File: src/rtl/led_scan_pkg.sv
package led_scan_pkg;

  localparam int unsigned N_COLOURS = 3;

  typedef enum logic [1:0] {
    CTL_KICK  = 2'd0,
    CTL_SHIFT = 2'd1,
    CTL_HOLD  = 2'd2,
    CTL_LATCH = 2'd3
  } ctl_state_t;

  typedef enum logic [1:0] {
    ENG_IDLE  = 2'd0,
    ENG_FETCH = 2'd1,
    ENG_LOW   = 2'd2,
    ENG_HIGH  = 2'd3
  } eng_state_t;

endpackage

File: src/rtl/scan_position.sv
module scan_position #(
  parameter int unsigned ROWS   = 4,
  parameter int unsigned PLANES = 8,
  parameter int unsigned ROW_W  = 2,
  parameter int unsigned PL_W   = 3
) (
  input  logic             clk,
  input  logic             rst_n,
  input  logic             advance,
  output logic [ROW_W-1:0] row_o,
  output logic [PL_W-1:0]  plane_o
);

  logic [ROW_W-1:0] row_q, row_d;
  logic [PL_W-1:0]  plane_q, plane_d;
  logic             last_plane, last_row;

  assign last_plane = (plane_q == PL_W'(PLANES - 1));
  assign last_row   = (row_q == ROW_W'(ROWS - 1));

  always_comb begin
    row_d   = row_q;
    plane_d = plane_q;
    if (last_plane) begin
      plane_d = '0;
      row_d   = last_row ? '0 : row_q + 1'b1;
    end else begin
      plane_d = plane_q + 1'b1;
    end
  end

  always_ff @(posedge clk or negedge rst_n) begin
    if (!rst_n) begin
      row_q   <= '0;
      plane_q <= '0;
    end else if (advance) begin
      row_q   <= row_d;
      plane_q <= plane_d;
    end
  end

  assign row_o   = row_q;
  assign plane_o = plane_q;

endmodule

File: src/rtl/weight_timer.sv
module weight_timer #(
  parameter int unsigned BASE_TICKS = 4,
  parameter int unsigned PLANES     = 8,
  parameter int unsigned PL_W       = 3
) (
  input  logic            clk,
  input  logic            rst_n,
  input  logic            start,
  input  logic [PL_W-1:0] plane_i,
  output logic            busy_o
);

  localparam int unsigned MAX_SPAN = BASE_TICKS * (2 ** (PLANES - 1));
  localparam int unsigned CNT_W    = $clog2(MAX_SPAN) + 1;

  logic [CNT_W-1:0] cnt_q, cnt_d;
  logic             busy_q, busy_d;
  logic             cnt_en;

  always_comb begin
    cnt_d  = cnt_q;
    busy_d = busy_q;
    if (start) begin
      cnt_d  = (CNT_W'(BASE_TICKS) << plane_i) - CNT_W'(1);
      busy_d = 1'b1;
    end else if (busy_q) begin
      if (cnt_q == '0) begin
        busy_d = 1'b0;
      end else begin
        cnt_d = cnt_q - 1'b1;
      end
    end
  end

  assign cnt_en = start | busy_q;

  always_ff @(posedge clk or negedge rst_n) begin
    if (!rst_n) begin
      cnt_q  <= '0;
      busy_q <= 1'b0;
    end else if (cnt_en) begin
      cnt_q  <= cnt_d;
      busy_q <= busy_d;
    end
  end

  assign busy_o = busy_q;

endmodule

File: src/rtl/plane_fetch_shift.sv
module plane_fetch_shift
  import led_scan_pkg::*;
#(
  parameter int unsigned COLS   = 16,
  parameter int unsigned DATA_W = 8,
  parameter int unsigned PLANES = 8,
  parameter int unsigned ADDR_W = 12,
  parameter int unsigned R_BASE = 0,
  parameter int unsigned G_BASE = 1024,
  parameter int unsigned B_BASE = 2048,
  parameter int unsigned ROW_W  = 2,
  parameter int unsigned PL_W   = 3
) (
  input  logic                 clk,
  input  logic                 rst_n,
  input  logic                 start,
  input  logic [ROW_W-1:0]     row_i,
  input  logic [PL_W-1:0]      plane_i,
  output logic [ADDR_W-1:0]    mem_addr,
  output logic                 mem_rd,
  input  logic [DATA_W-1:0]    mem_rdata,
  output logic                 sclk_o,
  output logic [N_COLOURS-1:0] sdata_o,
  output logic                 done_o
);

  localparam int unsigned GROUPS = COLS / DATA_W;
  localparam int unsigned GRP_W  = (GROUPS > 1) ? $clog2(GROUPS) : 1;
  localparam int unsigned BIT_W  = (DATA_W > 1) ? $clog2(DATA_W) : 1;

  eng_state_t        state_q, state_d;
  logic [1:0]        fidx_q, fidx_d;
  logic [GRP_W-1:0]  grp_q, grp_d;
  logic [BIT_W-1:0]  bit_q, bit_d;
  logic              done_q, done_d;
  logic              last_bit, last_grp;
  logic [ADDR_W-1:0] base_sel, rel_addr;

  assign last_bit = (bit_q == BIT_W'(DATA_W - 1));
  assign last_grp = (grp_q == GRP_W'(GROUPS - 1));

  // next-state logic of the fetch / shift engine
  always_comb begin
    state_d = state_q;
    fidx_d  = fidx_q;
    grp_d   = grp_q;
    bit_d   = bit_q;
    done_d  = 1'b0;
    unique case (state_q)
      ENG_IDLE: begin
        if (start) begin
          state_d = ENG_FETCH;
          fidx_d  = '0;
          grp_d   = '0;
        end
      end
      ENG_FETCH: begin
        fidx_d = fidx_q + 1'b1;
        if (fidx_q == 2'd3) begin
          state_d = ENG_LOW;
          bit_d   = '0;
        end
      end
      ENG_LOW: begin
        state_d = ENG_HIGH;
      end
      ENG_HIGH: begin
        if (last_bit) begin
          if (last_grp) begin
            state_d = ENG_IDLE;
            done_d  = 1'b1;
          end else begin
            grp_d   = grp_q + 1'b1;
            fidx_d  = '0;
            state_d = ENG_FETCH;
          end
        end else begin
          bit_d   = bit_q + 1'b1;
          state_d = ENG_LOW;
        end
      end
      default: state_d = ENG_IDLE;
    endcase
  end

  always_ff @(posedge clk or negedge rst_n) begin
    if (!rst_n) begin
      state_q <= ENG_IDLE;
      fidx_q  <= '0;
      grp_q   <= '0;
      bit_q   <= '0;
      done_q  <= 1'b0;
    end else begin
      state_q <= state_d;
      fidx_q  <= fidx_d;
      grp_q   <= grp_d;
      bit_q   <= bit_d;
      done_q  <= done_d;
    end
  end

  // address: colour base plus the plane-relative word offset
  always_comb begin
    unique case (fidx_q)
      2'd0:    base_sel = ADDR_W'(R_BASE);
      2'd1:    base_sel = ADDR_W'(G_BASE);
      default: base_sel = ADDR_W'(B_BASE);
    endcase
    rel_addr = ((ADDR_W'(row_i) * ADDR_W'(PLANES)) + ADDR_W'(plane_i))
               * ADDR_W'(GROUPS) + ADDR_W'(grp_q);
  end

  assign mem_addr = base_sel + rel_addr;
  assign mem_rd   = (state_q == ENG_FETCH) && (fidx_q != 2'd3);
  assign sclk_o   = (state_q == ENG_HIGH);
  assign done_o   = done_q;

  // one lane per colour: capture the word one cycle after its read, then shift LSB first
  for (genvar c = 0; c < N_COLOURS; c++) begin : g_lane
    logic [DATA_W-1:0] word_q, word_d;
    logic              take, step, lane_en;

    assign take    = (state_q == ENG_FETCH) && (fidx_q == 2'(c + 1));
    assign step    = (state_q == ENG_HIGH) && !last_bit;
    assign lane_en = take | step;

    always_comb begin
      word_d = word_q;
      if (take) begin
        word_d = mem_rdata;
      end else if (step) begin
        word_d = word_q >> 1;
      end
    end

    always_ff @(posedge clk or negedge rst_n) begin
      if (!rst_n) begin
        word_q <= '0;
      end else if (lane_en) begin
        word_q <= word_d;
      end
    end

    assign sdata_o[c] = word_q[0];
  end

endmodule

File: src/rtl/led_plane_scan.sv
module led_plane_scan
  import led_scan_pkg::*;
#(
  parameter int unsigned COLS       = 16,
  parameter int unsigned DATA_W     = 8,
  parameter int unsigned ROWS       = 4,
  parameter int unsigned PLANES     = 8,
  parameter int unsigned BASE_TICKS = 4,
  parameter int unsigned ADDR_W     = 12,
  parameter int unsigned R_BASE     = 0,
  parameter int unsigned G_BASE     = 1024,
  parameter int unsigned B_BASE     = 2048
) (
  input  logic              clk,
  input  logic              rst_n,
  output logic [ADDR_W-1:0] mem_addr,
  output logic              mem_rd,
  input  logic [DATA_W-1:0] mem_rdata,
  output logic              scan_clk,
  output logic              sd_r,
  output logic              sd_g,
  output logic              sd_b,
  output logic              row_latch,
  output logic              led_oe
);

  localparam int unsigned ROW_W = (ROWS > 1) ? $clog2(ROWS) : 1;
  localparam int unsigned PL_W  = (PLANES > 1) ? $clog2(PLANES) : 1;

  ctl_state_t           ctl_q, ctl_d;
  logic                 eng_start, eng_done, timer_start, timer_busy, advance;
  logic [ROW_W-1:0]     cur_row;
  logic [PL_W-1:0]      cur_plane;
  logic [N_COLOURS-1:0] sdata;

  // sequencing: shift, wait for the lit plane to expire, latch, light
  always_comb begin
    ctl_d       = ctl_q;
    eng_start   = 1'b0;
    timer_start = 1'b0;
    advance     = 1'b0;
    unique case (ctl_q)
      CTL_KICK: begin
        eng_start = 1'b1;
        ctl_d     = CTL_SHIFT;
      end
      CTL_SHIFT: begin
        if (eng_done) ctl_d = CTL_HOLD;
      end
      CTL_HOLD: begin
        if (!timer_busy) ctl_d = CTL_LATCH;
      end
      CTL_LATCH: begin
        timer_start = 1'b1;
        advance     = 1'b1;
        ctl_d       = CTL_KICK;
      end
      default: ctl_d = CTL_KICK;
    endcase
  end

  always_ff @(posedge clk or negedge rst_n) begin
    if (!rst_n) begin
      ctl_q <= CTL_KICK;
    end else begin
      ctl_q <= ctl_d;
    end
  end

  scan_position #(
    .ROWS  (ROWS),
    .PLANES(PLANES),
    .ROW_W (ROW_W),
    .PL_W  (PL_W)
  ) u_pos (
    .clk    (clk),
    .rst_n  (rst_n),
    .advance(advance),
    .row_o  (cur_row),
    .plane_o(cur_plane)
  );

  plane_fetch_shift #(
    .COLS  (COLS),
    .DATA_W(DATA_W),
    .PLANES(PLANES),
    .ADDR_W(ADDR_W),
    .R_BASE(R_BASE),
    .G_BASE(G_BASE),
    .B_BASE(B_BASE),
    .ROW_W (ROW_W),
    .PL_W  (PL_W)
  ) u_engine (
    .clk      (clk),
    .rst_n    (rst_n),
    .start    (eng_start),
    .row_i    (cur_row),
    .plane_i  (cur_plane),
    .mem_addr (mem_addr),
    .mem_rd   (mem_rd),
    .mem_rdata(mem_rdata),
    .sclk_o   (scan_clk),
    .sdata_o  (sdata),
    .done_o   (eng_done)
  );

  weight_timer #(
    .BASE_TICKS(BASE_TICKS),
    .PLANES    (PLANES),
    .PL_W      (PL_W)
  ) u_timer (
    .clk    (clk),
    .rst_n  (rst_n),
    .start  (timer_start),
    .plane_i(cur_plane),
    .busy_o (timer_busy)
  );

  assign sd_r      = sdata[0];
  assign sd_g      = sdata[1];
  assign sd_b      = sdata[2];
  assign row_latch = (ctl_q == CTL_LATCH);
  assign led_oe    = timer_busy;

endmodule

File: config.mk
export PLATFORM = sky130hd
export DESIGN_NAME = led_plane_scan
export DESIGN_NICKNAME = d
export VERILOG_FILES = /design/src/rtl/led_scan_pkg.sv /design/src/rtl/scan_position.sv /design/src/rtl/weight_timer.sv /design/src/rtl/plane_fetch_shift.sv /design/src/rtl/led_plane_scan.sv
export SDC_FILE = /design/constraint.sdc
export NUM_CORES = 1
export LEC_CHECK = 0
export CORE_MARGIN = 10
export CORE_UTILIZATION = 50
export DETAILED_ROUTE_END_ITERATION = 16
export MAX_ROUTING_LAYER = met4
export PLACE_DENSITY_LB_ADDON = 0.12
export SLEW_MARGIN = 5
export SYNTH_ARGS = -nofsm -noshare
export SYNTH_HDL_FRONTEND = slang
export SYNTH_SLANG_ARGS = --single-unit
File: constraint.sdc
create_clock -name clk -period 4.6 [get_ports clk]
set_input_delay 0.69 -clock clk [delete_from_list [all_inputs] [get_ports clk]]
set_output_delay 0.69 -clock clk [all_outputs]
set_load 0.01 [all_outputs]
==> run summary <==
Slew Limit Fails = 0
Pre-antenna DRT Iters = 4
Clock slew at reported path FFs = 0.09 ns
Die footprint = 0.00926 mm²
Initial antenna violation count = 0
Drt total wl = 5380 µm
Yosys warns = 0
Tot Pwr = 810 µW
Global-route wire length before repair = 9210 µm
RR Startpoint = ctl_q[0]$_DFFE_PN0P_
Max cap viols = 0
Reg2reg path depth = 6
Final hold vios = 0
Largest net degree at the start of global routing = 52
Crit path kind = flip-flop to flip-flop
Worst Path Max Fanout = 31
Unique masters post-synth = 48
Area growth from synthesis to layout = 11.9%
Clock root buffer master = clkbuf_8
Core region area = 0.00557 mm²
Synth Register Bits = 51
Via density = 5.39
Post-synth top area cell = dfrtp_1
# resized after CTS = 0
Routed Antenna Nets = 0
Synth area leaders = dfrtp_1 44%, ha_1 8.6%, mux2i_1 8.6%, o21ai_0 6.0%, nand2_1 4.1%
Nets = 341
Starting Density = 52.1%
Tmin final = 2.53 ns
Commonest non-fill, non-tap cells in the layout = 51 x dfrtp_1, 35 x o21ai_0, 32 x nand2_1, 25 x mux2i_1, 23 x clkdlybuf4s50_1
Ports = 29
RSZ-0062 raised after global routing = false
Antenna diodes = 0
Hold_buf cts = 0
Crit end category = flip-flop
Dpl hpwl = 3890 µm
Hold WS = 0.485 ns
Longest Clk Path Bufs = 2
# setup viols final = 0
WP data required = 4.79 ns
Vias in the first global route = 1982
Fill cell count = 502
Leakage power = 0.00139 µW
Placed Area = 0.00314 mm²
Syn avg cell area = 9.88 µm²
Met1 Wirelength = 2660 µm
Post-route design area = 0.00325 mm²
Die W = 96.2 µm
GP Congestion = 0.936
CTS sink count = 51
Met2 Wirelength = 2390 µm
Sequential fraction of the synthesis area = 43.9%
Wire per inst = 14.0 µm
Max stage delay on crit path = 0.80 ns
Top FF cell, synth = dfrtp_1
Num CTS Buffers = 5
GRT Total Usage = 12.6%
PortBufs = 24
Die Span Y = 96.2 µm
Least-Margin Pin Slew = 0.935 ns
Via Count = 2070
Hold WC Path Type = primary input to asynchronous set/reset pin
Worst clock skew = 0.00689 ns
Pwr dens = 249 mW/mm²
# H-tree levels = 2
Setup TNS Final = 0 ns
Most common cell after layout, fill and taps aside = dfrtp_1
TritonCTS clock tree = built
Crit-path slowest cell = ha_1
VDD IR max = 0.162 mV
Synthesized instance count = 294
WP data arrival = 2.72 ns
Clk_lat worst skew = 0.30 ns
Setup bufs post-CTS = 0
Share of the synthesized area in the top cell type = 43.9%
RR Endpoint = u_timer.cnt_q[9]$_DFFE_PN0P_
# DRC = 0
Period utilisation layout = 54.9%
Rel. slew slack = 37.6%
Synth async-reset ratio = 100%
Congestion Overflow GR = 0
Mapped Area = 0.00291 mm²
Outcome = completed
Share of layout cells above drive strength 1 = 6.73%
Top sig layer = met4
DR WL met3 = 288 µm
DRT iter0 DRCs = 146
Crit path cell chain = ha_1, a21bo_1, or4_4, a211oi_2, xnor2_1, o21ai_2
Site Rows = 27
Critical path launch point type = flip-flop
Peak Freq = 0.396 GHz
Reg2Reg Setup Slack = 2.07 ns
Number of flops mapped to enable cells by yosys = 0
cell families (layout without fill, tap and decap cells):
kind of cell             count (synthesis)  in the layout  share of synthesized area (%)
AO/OA/AOI/OAI                           73             73                           15.8
XOR/XNOR                                 5              5                           1.51
adder cells (fa/ha/maj)                 20             20                           8.61
buffers and inverters                   33             48                           5.77
flip-flops                              51             51                           43.9
multiplexers                            27             27                           9.39
other                                    1              4                          0.129
AND/OR/NAND/NOR                         84             84                           14.9
power by group:
group | switching, µW | internal (µW)
sequential | 5.70 | 459
combinational | 19.0 | 15.2
clock | 149 | 162
through the flow:
stage / utilization (%) / instances / setup slack [ns]
after global placement: 56.3 / 376 / 2.11
after detailed placement: 56.3 / 376 / 2.07
final: 58.3 / 384 / 2.07
after CTS: 58.3 / 384 / 2.05
after global routing: 58.3 / 384 / 1.86
after floorplan: - / 297 / 2.62
metal layers:
metal,track usage (%),up-vias
met1,17.1,974
li1,-,1050
met4,3.69,0
met5,-,-
met3,2.80,4
met2,18.3,42
synth_stat cells (2+ instances only):
library cell  instances
dfrtp_1              51
o21ai_0              35
nand2_1              32
mux2i_1              25
ha_1                 20
inv_1                15
nor2_1               14
a21oi_1              13
clkbuf_1              8
a22o_1                7
buf_4                 5
nand2b_1              5
nor2b_1               5
nand3_1               4
xnor2_1               4
and2_1                3
and3_1                3
buf_6                 3
nor3_1                3
o21bai_1              3
a21o_1                2
a31oi_1               2
buf_2                 2
mux2_2                2
nand3b_1              2
nor4_1                2
o31ai_1               2
or3_1                 2
critical path: cells and delay by family, from the launching register on:
kind	cells	cell delay, ns
fa+ha+maj	1	0.80
compound gates	3	0.60
flops	1	0.43
simple gates	1	0.42
xor+xnor	1	0.16
final cells by class:
type / count / area [µm²] / area share [%]
clock inverter: 3 / 43.8 / 1.35
timing repair buffer: 25 / 243 / 7.47
multi-input combinational: 213 / 1470 / 45.3
tap: 72 / 90.1 / 2.77
inverter: 15 / 56.3 / 1.73
sequential: 51 / 1280 / 39.3
clock buffer: 5 / 68.8 / 2.12
worst max path at each step:
| stage | from | end | slack, ns | cells after the start |
|---|---|---|---|---|
| finish | ctl_q[0]$_DFFE_PN0P_ | u_timer.cnt_q[9]$_DFFE_PN0P_ | 2.07 | 6 |
| global route | ctl_q[0]$_DFFE_PN0P_ | u_timer.cnt_q[8]$_DFFE_PN0P_ | 1.86 | 6 |
| CTS | ctl_q[0]$_DFFE_PN0P_ | u_timer.cnt_q[9]$_DFFE_PN0P_ | 2.05 | 6 |
| detailed placement | ctl_q[0]$_DFFE_PN0P_ | u_timer.cnt_q[9]$_DFFE_PN0P_ | 2.07 | 6 |
| global placement | ctl_q[0]$_DFFE_PN0P_ | u_timer.cnt_q[9]$_DFFE_PN0P_ | 2.11 | 6 |
| floorplan | u_pos.plane_o[0]$_DFFE_PN0N_ | u_timer.cnt_q[9]$_DFFE_PN0P_ | 2.62 | 6 |
state kept, by name (all words and copies together) (netlist names):
register / count
u_pos.plane_o: 3
u_pos.row_o: 2
u_engine.grp_q: 1
u_engine.state_q: 2
u_engine.bit_q: 3
u_engine.done_o: 1
u_engine.fidx_q: 2
ctl_q: 2
u_engine.g_lane.word_q: 24
u_timer.cnt_q: 10
u_timer.busy_o: 1
(Power assumes the default switching activity.)
